File: src/rtl/irqsh_pkg.sv
package irqsh_pkg;
    // Major opcode of the custom command space
    localparam logic [6:0] OPC_CUSTOM = 7'b0001011;

    // Operation selectors (instruction bits [31:25])
    localparam logic [6:0] F7_QREAD  = 7'd0;
    localparam logic [6:0] F7_QWRITE = 7'd1;
    localparam logic [6:0] F7_RETURN = 7'd2;
    localparam logic [6:0] F7_MSWAP  = 7'd3;
    localparam logic [6:0] F7_WAIT   = 7'd4;

    localparam int NUM_Q  = 4;
    localparam int QIDX_W = $clog2(NUM_Q);

    typedef enum logic [2:0] {
        CMD_NONE,
        CMD_QREAD,
        CMD_QWRITE,
        CMD_RETURN,
        CMD_MSWAP,
        CMD_WAIT
    } cmd_e;
endpackage

File: src/rtl/irqsh_decode.sv
module irqsh_decode
    import irqsh_pkg::*;
(
    input  logic              valid,
    input  logic [31:0]       insn,
    output cmd_e              cmd,
    output logic [QIDX_W-1:0] qidx
);
    logic [6:0] sel;
    logic       in_space;
    logic       unused_fields;

    assign sel      = insn[31:25];
    assign in_space = valid && (insn[6:0] == OPC_CUSTOM);
    // funct3 and rs2 carry no meaning for these commands
    assign unused_fields = ^{insn[24:20], insn[14:12]};

    always_comb begin
        cmd  = CMD_NONE;
        qidx = '0;
        if (in_space) begin
            case (sel)
                F7_QREAD: begin
                    if (insn[19:15+QIDX_W] == '0) begin
                        cmd  = CMD_QREAD;
                        qidx = insn[15 +: QIDX_W];
                    end
                end
                F7_QWRITE: begin
                    if (insn[11:7+QIDX_W] == '0) begin
                        cmd  = CMD_QWRITE;
                        qidx = insn[7 +: QIDX_W];
                    end
                end
                F7_RETURN: cmd = CMD_RETURN;
                F7_MSWAP:  cmd = CMD_MSWAP;
                F7_WAIT:   cmd = CMD_WAIT;
                default:   cmd = CMD_NONE;
            endcase
        end
    end
endmodule

File: src/rtl/irqsh_select.sv
module irqsh_select #(
    parameter int NIRQ      = 32,
    parameter int FAULT_IRQ = 1
) (
    input  logic [NIRQ-1:0] pend,
    input  logic [NIRQ-1:0] mask,
    input  logic [NIRQ-1:0] lines,
    input  logic            busy,
    input  logic            halted,
    input  logic            boundary,
    output logic            take,
    output logic [NIRQ-1:0] take_bits,
    output logic            fault_hit
);
    assign take_bits = pend & ~mask;
    assign take      = boundary && !busy && !halted && (|take_bits);
    // A fault that is disabled cannot be serviced: stop the core
    assign fault_hit = lines[FAULT_IRQ] && mask[FAULT_IRQ];
endmodule

File: src/rtl/irq_shadow_ctrl.sv
module irq_shadow_ctrl
    import irqsh_pkg::*;
#(
    parameter int              XLEN       = 32,
    parameter int              NIRQ       = 32,
    parameter int              FAULT_IRQ  = 1,
    parameter logic [XLEN-1:0] IRQ_VECTOR = 'h10
) (
    input  logic            clk,
    input  logic            rst_n,
    input  logic            cmd_valid,
    input  logic [31:0]     cmd_insn,
    input  logic [XLEN-1:0] cmd_src,
    input  logic            core_boundary,
    input  logic [XLEN-1:0] core_pc,
    input  logic [NIRQ-1:0] irq_lines,
    output logic            res_valid,
    output logic [XLEN-1:0] res_data,
    output logic            redirect_valid,
    output logic [XLEN-1:0] redirect_pc,
    output logic            stall,
    output logic            halt
);
    typedef struct packed {
        logic [NUM_Q-1:0][XLEN-1:0] q;
        logic [NIRQ-1:0]            mask;
        logic [NIRQ-1:0]            pend;
        logic                       busy;
        logic                       halt;
    } state_t;

    state_t st_d, st_q;

    cmd_e              cmd;
    logic [QIDX_W-1:0] qidx;
    logic              take;
    logic [NIRQ-1:0]   take_bits;
    logic              fault_hit;
    logic              wait_block;
    logic              ret_fire;
    logic [XLEN-1:0]   q0_cur, q1_cur;

    irqsh_decode u_decode (
        .valid (cmd_valid),
        .insn  (cmd_insn),
        .cmd   (cmd),
        .qidx  (qidx)
    );

    irqsh_select #(
        .NIRQ      (NIRQ),
        .FAULT_IRQ (FAULT_IRQ)
    ) u_select (
        .pend      (st_q.pend),
        .mask      (st_q.mask),
        .lines     (irq_lines),
        .busy      (st_q.busy),
        .halted    (st_q.halt),
        .boundary  (core_boundary),
        .take      (take),
        .take_bits (take_bits),
        .fault_hit (fault_hit)
    );

    always_comb begin
        st_d           = st_q;
        res_valid      = 1'b0;
        res_data       = '0;
        redirect_valid = 1'b0;
        redirect_pc    = '0;
        wait_block     = 1'b0;
        ret_fire       = 1'b0;

        st_d.pend = st_q.pend | irq_lines;
        st_d.halt = st_q.halt | fault_hit;

        if (take) begin
            // Entry wins over any command presented at the same boundary
            st_d.pend      = (st_q.pend & ~take_bits) | irq_lines;
            st_d.q[0]      = core_pc;
            st_d.q[1]      = XLEN'(take_bits);
            st_d.busy      = 1'b1;
            redirect_valid = 1'b1;
            redirect_pc    = IRQ_VECTOR;
        end else if (!st_q.halt) begin
            case (cmd)
                CMD_QREAD: begin
                    res_valid = 1'b1;
                    res_data  = st_q.q[qidx];
                end
                CMD_QWRITE: begin
                    st_d.q[qidx] = cmd_src;
                end
                CMD_RETURN: begin
                    ret_fire       = 1'b1;
                    redirect_valid = 1'b1;
                    redirect_pc    = st_q.q[0];
                    st_d.busy      = 1'b0;
                end
                CMD_MSWAP: begin
                    res_valid = 1'b1;
                    res_data  = XLEN'(st_q.mask);
                    st_d.mask = cmd_src[NIRQ-1:0];
                end
                CMD_WAIT: begin
                    if (st_q.pend == '0) begin
                        wait_block = 1'b1;
                    end else begin
                        res_valid = 1'b1;
                        res_data  = XLEN'(st_q.pend);
                    end
                end
                default: ;
            endcase
        end
    end

    always_ff @(posedge clk or negedge rst_n) begin
        if (!rst_n) begin
            st_q.q    <= '0;
            st_q.mask <= '1;
            st_q.pend <= '0;
            st_q.busy <= 1'b0;
            st_q.halt <= 1'b0;
        end else begin
            st_q <= st_d;
        end
    end

    assign stall  = st_q.halt | wait_block;
    assign halt   = st_q.halt;
    assign q0_cur = st_q.q[0];
    assign q1_cur = st_q.q[1];
endmodule

File: config.mk
export PLATFORM = sky130hd
export DESIGN_NAME = irq_shadow_ctrl
export DESIGN_NICKNAME = d
export VERILOG_FILES = /design/src/rtl/irqsh_pkg.sv /design/src/rtl/irqsh_decode.sv /design/src/rtl/irqsh_select.sv /design/src/rtl/irq_shadow_ctrl.sv
export SDC_FILE = /design/constraint.sdc
export NUM_CORES = 1
export LEC_CHECK = 0
export BUFFER_PORTS_ARGS = -buffer_cell sky130_fd_sc_hd__buf_2
export CORE_MARGIN = 2
export CORE_UTILIZATION = 30
export DETAILED_ROUTE_END_ITERATION = 10
export PLACE_DENSITY_LB_ADDON = 0.1
export SLEW_MARGIN = 30
export SYNTH_ARGS = -nofsm -noshare
export SYNTH_HDL_FRONTEND = slang
export SYNTH_HIERARCHICAL = 1
export SYNTH_SLANG_ARGS = --single-unit
File: constraint.sdc
create_clock -name clk -period 10.4 [get_ports clk]
set_input_delay 2.6 -clock clk [delete_from_list [all_inputs] [get_ports clk]]
set_output_delay 2.6 -clock clk [all_outputs]
set_load 0.02 [all_outputs]
; Word-level counts from Yosys, hierarchy flattened
; Cells that the tools add are included.
[classes]
bitwise = 10
n_eq_ne = 11
reduce_logical = 20
muxes = 39
magnitude_cmp = 2
[op_table]
columns = cell, n
row1 = $mux W32, 10
row2 = $bwmux W128, 1
row3 = $mux W64, 2
row4 = $mux W96, 1
row5 = $pmux W32 S3, 1
row6 = $and A32 B32 Y32, 2
row7 = $bmux W32 S2, 1
row8 = $demux W32 S2, 1
row9 = $not A32 Y32, 2
row10 = $or A32 B32 Y32, 2
row11 = $logic_not A32 Y1, 1
row12 = $reduce_or A32 Y1, 1
row13 = $pmux W3 S5, 1
row14 = $eq A7 B2 Y1 const B, 2
row15 = $mux W1, 14
row16 = $mux W2, 4
row17 = $eq A7 B1 Y1 const B, 1
row18 = $eq A7 B3 Y1 const B, 1
row19 = $eq A7 B4 Y1 const B, 1
row20 = $logic_not A7 Y1, 1
row21 = $eq A3 B2 Y1 const B, 2
row22 = $eq A3 B3 Y1 const B, 2
row23 = $logic_and A1 B1 Y1, 6
row24 = $logic_not A3 Y1, 2
row25 = other kinds (14), 20
[word_totals]
register_bits = 194

; Logic depth before layout (Yosys ltp)
; Gate-level depths: netlist (run 1).
[depth]
depth_word = 12
mapped_depth = 10
mapped_depth_nobuf = 7

; Modules after synthesis
; The synthesis (run 1) kept the hierarchy.
[modules_own_cells]
columns = mod, n_inst, area_each_um2, cells_per_inst
row1 = irq_shadow_ctrl, 1, 9673.0, 779
row2 = irqsh_select, 1, 427.9, 45
row3 = irqsh_decode, 1, 210.2, 24

; Worst setup path before layout (run 1)
; Ideal clock, no wire load.
[synth_timing]
kind = in2out
startpoint = input port cmd_insn[28]
endpoint = output port stall
n_path_buf = 2
arrival_time_ns = 4.581
path_stages = 8
path_slack_ns = 3.219
t_required_ns = 7.800
cell_sequence = nor4_4 -> nand2_2 -> nor3_1 -> buf_2 -> and3b_1 -> clkbuf_1 -> inv_1 -> o41ai_1
[synth_between]
elab_chain_cells = 8
elab_cells_between_ends = 12
[synth_lines]
columns = item, line_no
row1 = from (decl), irq_shadow_ctrl.sv:12  ; input logic [31:0] cmd_insn,
row2 = $eq A7 B3 Y1 (tied with other cells), irqsh_decode.sv:22  ; case (sel)
row3 = $pmux W3 S5 (*), irqsh_decode.sv:22
row4 = $mux W3 (*), irqsh_decode.sv:21  ; if (in_space) begin
row5 = net cmd[0], irq_shadow_ctrl.sv:34  ; cmd_e cmd;
row6 = $eq A3 B3 Y1 (*), irq_shadow_ctrl.sv:86  ; case (cmd)
row7 = $mux W1 (*), irq_shadow_ctrl.sv:86
row8 = $mux W1 (*), irq_shadow_ctrl.sv:85  ; end else if (!st_q.halt) begin
row9 = $mux W1 (*), irq_shadow_ctrl.sv:77  ; if (take) begin
row10 = $or A1 B1 Y1 (*), irq_shadow_ctrl.sv:130  ; assign stall = st_q.halt | wait_block;
row11 = to (decl), irq_shadow_ctrl.sv:21  ; output logic stall,
; Mark *: on every way through the listed nets, which the timed path passes. The rest lies on a longest branch.

; Worst setup path in the final report (run 1)
[layout_timing]
startpoint = input port cmd_insn[5]
endpoint = output port res_data[30]
[layout_between]
elab_cells_between_ends = 12
[layout_rtl]
columns = item, line_no
row1 = $eq A7 B4 Y1 (*), irqsh_decode.sv:14  ; assign in_space = valid && (insn[6:0] == OPC_CUSTOM);
row2 = $logic_and A1 B1 Y1 (*), irqsh_decode.sv:14
row3 = $mux W3 (*), irqsh_decode.sv:21
row4 = net cmd[0], irq_shadow_ctrl.sv:34
row5 = $eq A3 B3 Y1 / $eq A3 B1 Y1 (equally long branches), irq_shadow_ctrl.sv:86
row6 = $pmux W32 S3 (*), irq_shadow_ctrl.sv:86
row7 = $mux W32 (*), irq_shadow_ctrl.sv:85
row8 = $mux W32 (*), irq_shadow_ctrl.sv:77
row9 = to (decl), irq_shadow_ctrl.sv:18  ; output logic [XLEN-1:0] res_data,
; Mark *: on every way through the listed nets, which the timed path passes. The rest lies on a longest branch. The select of a mux whose other input is x is not followed.

==> results.toml, run 1 <==
[hold_path]
hold_path_class = "flip-flop to flip-flop"
hold_depth = 1

[grt]
grt_start_max_net_pins = 100
antenna_found_initial = 2
grt_remaining_overflow = 0
grt_pass1_vias = 7912
grt_pass1_wl_um = 51600
track_usage_pct = 19.3

[yosys]
synth_area_um2 = 10300
synthSimpleGateAreaFrac_pct = 16.2
synth_xor_area_share_pct = 0
ys_seq_area_share_pct = 47.5
synth_top_flop_cell = "dfrtp_1"
synthCells = 848
synth_mux_area_share_pct = 18.7
syn-num-nets = 980
synth_compound_area_share_pct = 14.2
ys_types = 49
synth_top_family_by_area = "multiplexers"
synth_fa_ha_area_share_pct = 0
ys_ff_latch = 194
synth-edff-count = 0
async_flop_share_pct = 100
ys_warn_count = 6
avgSynthCellArea_um2 = 12.2

[clock_tree]
max-clock-path-buffers = 2
cts_resized = 0
clkTransAtPathRegs_ns = 0.08
clock-sinks = 194
clock_latency_ns = 0.45
holdBufCountCts = 0
cts_buffers = 17
clockRootBuffer = "clkbuf_16"
cts_tree = "yes"
post-cts-setup-buffers = 0
cts.htree.levels = 4

[placement]
dp_slack_ns = 1.99
hpwlAfterDp_um = 21300
gp_congestion = 0.731
io_buffers = 191

[detailed_routing]
via_count = 7769
vias_per_cell = 5.28
drt_iter0_drc = 631
dr.pass1.iters = 9
drc = 0
antenna_left = 0
wirelength_um = 34200
wl_per_cell_um = 23.2

[floorplanning]
die_h_um = 189
num_io_pins = 200
start_util_pct = 30.6
coreArea_um2 = 33700
rows = 67
die_w_um = 189
dieArea_um2 = 35900

[timing]
fin_crit_ns = 8.37
tightest_slew_ns = 0.945
fin_tns_setup_ns = 0
hold_viol = 0
post-route-period-util_pct = 80.4
rsz0062_at_grt = "no"
fmax_mhz = 120
layout_setup_ws_ns = 2.03
finalMaxSlewViolations = 0
max_slew_margin_pct = 36.6
setup_viol = 0
fin_skew_ns = 0.0146

[run_status]
outcome = "complete, no violations"

[worst_setup_path]
worst_r2r_path_depth = 7
crit_type = "input port to output pin"
cp_data_required_time_ns = 7.80
start_kind = "input port"
crit_fanout = 25
end_kind = "output pin"
cp.arrival_ns = 5.77

[cells_and_area]
design.final.nets = 1143
fin_util_pct = 36.6
area_growth_pct = 19.6
n_antenna_cell = 0
drive_above_1_share_pct = 46.5

[run]
drv_cap = 0

[power]
ir_drop_mv = 0.115
power_density_nw_per_um2 = 147
p_leak_uw = 0.00563
## power by group
| group | internal (uW) | switching, uW | leakage (uW) | total, uW |
|---|---|---|---|---|
| registers | 839 | 63.8 | 0.00234 | 903 |
| clock network | 345 | 345 | 0.000291 | 690 |
| logic | 129 | 94.3 | 0.00300 | 223 |
## cell type report
| class | instances | area, um^2 |
|---|---|---|
| fillers | 3397 | 21400 |
| clock buffers | 17 | 425 |
| clock inverters | 15 | 166 |
| well taps | 448 | 561 |
| repair buffers | 209 | 1120 |
| flip-flops and latches | 194 | 4890 |
| inverters | 5 | 18.8 |
| multi-input cells | 584 | 5150 |
## cell usage after synthesis (3+ instances only)
cell type,instances,share of area (%)
a21o_1,33,2.4
a21oi_1,35,1.7
a221o_1,64,6.2
a222oi_1,32,3.1
and2_1,96,5.8
buf_2,15,0.73
buf_4,6,0.44
buf_6,7,0.76
clkbuf_1,37,1.3
dfrtp_1,162,39
dfstp_2,32,8.2
inv_1,5,0.18
mux2_2,128,14
mux2_4,31,4.5
nand2_1,66,2.4
nand4_1,5,0.30
nor2_1,8,0.29
nor2b_1,18,1.1
nor2b_4,14,1.9
nor3_1,4,0.19
nor4_1,11,0.67
nor4_2,6,0.73
nor4_4,3,0.62
## flip-flops by register name, indices dropped and copies added (netlist names)
signal  count
st_q      129
q0_cur     32
q1_cur     32
halt        1
## worst max-delay path, cell delays in order
cell	delay, ns
buf_2	0.12
nor4b_4	0.32
nand2_2	0.13
nor3_2	0.78
and4bb_2	0.95
buf_4	0.32
a222oi_1	0.11
a21oi_1	0.22
buf_2	0.20
## stage by stage
step / power, uW / std cells / hold WS (ns) / instance area, um^2
2_1_floorplan: 1040 / 848 / 0.450 / 10300
3_3_place_gp: 1140 / 1439 / 0.460 / 11700
3_5_place_dp: 1140 / 1439 / 0.469 / 11700
4_1_cts: 1840 / 1471 / 0.487 / 12300
5_1_grt: 1900 / 1472 / 0.521 / 12300
6_report: 1820 / 1472 / 0.488 / 12300
## final timing paths
kind | from | end | slack [ns]
max | cmd_insn[5] | res_data[30] | 2.03
min | st_q[1] | st_q[1] | 0.49
max reg2reg | st_q[46] | st_q[142] | 6.46
min reg2reg | st_q[1] | st_q[1] | 0.49
max in group asynchronous | rst_n | st_q[29] | 6.87
min in group asynchronous | rst_n | st_q[191] | 2.07
## logic make-up after synthesis
family / after synthesis
compound gates: 174
buf+inv: 70
flops: 194
mux: 161
simple gates: 249
## metal layers
layer | global-route usage [%] | vias to the layer above | part of all wire [%]
li1 | - | 3509 | -
met1 | 27.4 | 4007 | 48
met2 | 30.8 | 225 | 47
met3 | 2.84 | 26 | 4.5
met4 | 4.62 | 2 | 1.2
met5 | 0 | - | 0.023
## cells in the final DEF, fill, tap and decap left out, types with 3 or more instances in the layout
| master | count |
|---|---|
| buf_2 | 190 |
| dfrtp_1 | 162 |
| mux2_2 | 128 |
| and2_1 | 96 |
| nand2_1 | 65 |
| a221o_1 | 64 |
| a21oi_1 | 34 |
| a21o_1 | 33 |
| a222oi_1 | 32 |
| dfstp_2 | 32 |
| mux2_4 | 31 |
| nor2b_1 | 18 |
| clkbuf_16 | 17 |
| buf_4 | 17 |
| nor2b_4 | 14 |
| nor4_1 | 11 |
| nor2_1 | 6 |
| inv_8 | 6 |
| nor4_2 | 6 |
| inv_1 | 5 |
| nand4_1 | 5 |
| inv_6 | 4 |
| nor4b_4 | 3 |
| nor4_4 | 3 |
| clkinv_4 | 3 |
Power figures use the tool's default switching activity.
==> run 2: changes to the inputs <==
--- a/config.mk
+++ b/config.mk
@@ -5,6 +5,7 @@
 export SDC_FILE = /design/constraint.sdc
 export NUM_CORES = 1
 export LEC_CHECK = 0
+export ABC_AREA = 1
 export BUFFER_PORTS_ARGS = -buffer_cell sky130_fd_sc_hd__buf_2
 export CORE_MARGIN = 2
 export CORE_UTILIZATION = 30
==> constraint.sdc (replaced) <==
create_clock -name clk -period 7.39 [get_ports clk]
set_input_delay 1.8475 -clock clk [delete_from_list [all_inputs] [get_ports clk]]
set_output_delay 1.8475 -clock clk [all_outputs]
set_load 0.02 [all_outputs]
==> run 2 against run 1 <==
Die area rose by 0.16%; synthesized cell count rose by 67%; synthesized area rose by 0.16%; largest power group unchanged.
==> results.toml, run 2 <==
[clock_tree]
cts_buffers = 17
cts_resized = 0
max-clock-path-buffers = 2
holdBufCountCts = 0
cts.htree.levels = 4
clockRootBuffer = "clkbuf_16"
clock-sinks = 194
post-cts-setup-buffers = 0
clock_latency_ns = 0.44
cts_tree = "yes"
clkTransAtPathRegs_ns = 0.08

[placement]
io_buffers = 191
hpwlAfterDp_um = 23200
dpl.cell_count = 2007
gp_congestion = 0.796

[grt]
grtUsageMet1_pct = 27.1
antenna_found_initial = 2
busiest_layer = "met2"
grt_start_max_net_pins = 102
track_usage_pct = 19.8
grt_remaining_overflow = 0
grt_pass1_vias = 9514
use_met2_pct = 33.2
grt_pass1_wl_um = 54300
grt_util_met3_pct = 2.55

[detailed_routing]
wirelength_um = 34800
drc = 0
wl_per_cell_um = 17.0
via_count = 9536
drt_iter0_drc = 590
antenna_left = 0
vias_per_cell = 4.67
dr.pass1.iters = 5

[power]
power_density_nw_per_um2 = 207
p_seq_share_pct = 48.1
power.switching_uw = 718
p_clk_share_pct = 38.1
p_int_uw = 1830
power_switching_share_pct = 28.1
comb_power_share_pct = 13.8
p_leak_uw = 0.00568
ir_drop_mv = 0.161

[hold_path]
hold_path_class = "flip-flop to flip-flop"

[yosys]
ys_types = 31
synthTopCellsByArea = "dfrtp_1 39%, nand2_1 18%, dfstp_2 8.1%, inv_1 6.4%, o21ai_1 4.8%"
ys_warn_count = 6
avgSynthCellArea_um2 = 7.28
ys_ff_latch = 194
async_flop_share_pct = 100
synth_top_flop_cell = "dfrtp_1"
synth_xor_area_share_pct = 0
netlist.area_leader.share_pct = 39.3
synth_top_family_by_area = "simple AND/OR/NAND/NOR gates"
synth-edff-count = 0
synth.most_common_cell = "nand2_1"
synth_common_cells = "497 x nand2_1, 175 x inv_1, 162 x dfrtp_1"
synth_fa_ha_area_share_pct = 0
synth_mux_area_share_pct = 0
syn-num-nets = 1550
synth_area_um2 = 10300
yosysTopAreaCell = "dfrtp_1"
synthSimpleGateAreaFrac_pct = 27.8
ys_seq_area_share_pct = 47.4
synth_compound_area_share_pct = 14.7
synthCells = 1418

[cells_and_area]
top_register = "st_q"
drive_above_1_share_pct = 19.4
fillers = 3737
final_cell_count_no_fill = 2041
mostFrequentLayoutCell = "nand2_1"
largest_reg_flops = 129
layout_common_cells = "496 x nand2_1, 190 x buf_2, 174 x inv_1"
design.final.nets = 1710
area_growth_pct = 19.5

[worst_setup_path]
critPathSlowestCell = "nor2_4"
critPathBufInv = 5
slowest_delay_ns = 0.54
start_kind = "input port"
end_kind = "output pin"
cpMostUsedCell = "nand2_1"
cp_data_required_time_ns = 5.54
cp.arrival_ns = 4.41
crit_fanout = 17
crit_chain = "buf_2, inv_1, nand2_1, nor2_1, nand2_1, nand2_1, nand2_1, a21oi_1, inv_2, nor2_4, buf_12, nand2_1, nand4_1, a21oi_1, nor2_1, buf_2"
crit_type = "input port to output pin"
critPathTopFamily = "simple AND/OR/NAND/NOR gates"

[run_status]
outcome = "complete, no violations"

[timing]
holdWs_ns = 0.473
fmax_mhz = 160
fin_tns_setup_ns = 0
hold_viol = 0
rsz0062_at_grt = "no"
tightest_slew_ns = 0.994
fin_skew_ns = 0.0145
max_slew_margin_pct = 33.5
setup_viol = 0
fin_crit_ns = 6.26
post-route-period-util_pct = 84.7
finalMaxSlewViolations = 0

[floorplanning]
dieArea_um2 = 35900
die_h_um = 190
start_util_pct = 30.6
coreArea_um2 = 33700
die_w_um = 190
num_io_pins = 200
rows = 67

[run]
drv_cap = 0
-- run 2: worst min-delay path, cell delays in order, from the launching register on --
cell and delay, ns:
dfrtp_1 0.34, nand2_1 0.05, nand2_1 0.05
-- run 2: area by class of cell --
class	count	area, um^2	share of cell area, %
diodes	2	5.00	0.0405
clock buffers	20	457	3.70
clock inverters	12	145	1.18
inverters	184	691	5.59
multi-input cells	969	4420	35.8
flip-flops and latches	194	4890	39.7
well taps	448	561	4.54
repair buffers	212	1170	9.50
-- run 2: cell families after synthesis --
logic type / after synthesis
simple gates: 701
compound gates: 268
buf+inv: 255
flops: 194
-- run 2: path summary, 6_finish.rpt --
path | startpoint | to | slack [ns] | depth (start not counted)
worst max register to register | st_q[62] | q1_cur[30] | 3.86 | 12
worst min register to register | st_q[1] | st_q[1] | 0.47 | 2
max in group asynchronous | rst_n | st_q[56] | 4.85 | 2
worst max-delay path | cmd_insn[26] | res_data[17] | 1.13 | 16
worst min-delay path | st_q[1] | st_q[1] | 0.47 | 2
min in group asynchronous | rst_n | st_q[7] | 1.48 | 1
-- run 2: through the flow --
| step | cell area, um^2 | setup slack (ns) | util (%) | power, uW |
|---|---|---|---|---|
| final | 12300 | 1.13 | 36.6 | 2550 |
| after global routing | 12300 | 0.807 | 36.6 | 2690 |
| after CTS | 12300 | 1.07 | 36.6 | 2590 |
| after detailed placement | 11700 | 1.07 | 34.8 | 1600 |
| after global placement | 11700 | 1.09 | 34.8 | 1600 |
| after floorplan | 10300 | 1.99 | - | 1460 |
-- run 2: power by group through the flow --
stage / logic [uW] / clock network, uW / registers (uW)
after floorplan: 235 / 0 / 1220
after global placement: 355 / 0 / 1250
after detailed placement: 356 / 0 / 1250
after CTS: 359 / 1000 / 1230
after global routing: 407 / 1040 / 1240
final: 352 / 971 / 1230
-- run 2: metal layers --
metal,part of all wire [%],up-vias
li1,-,4820
met1,48,4479
met2,47,209
met3,3.7,28
met4,1.4,0
met5,0,-
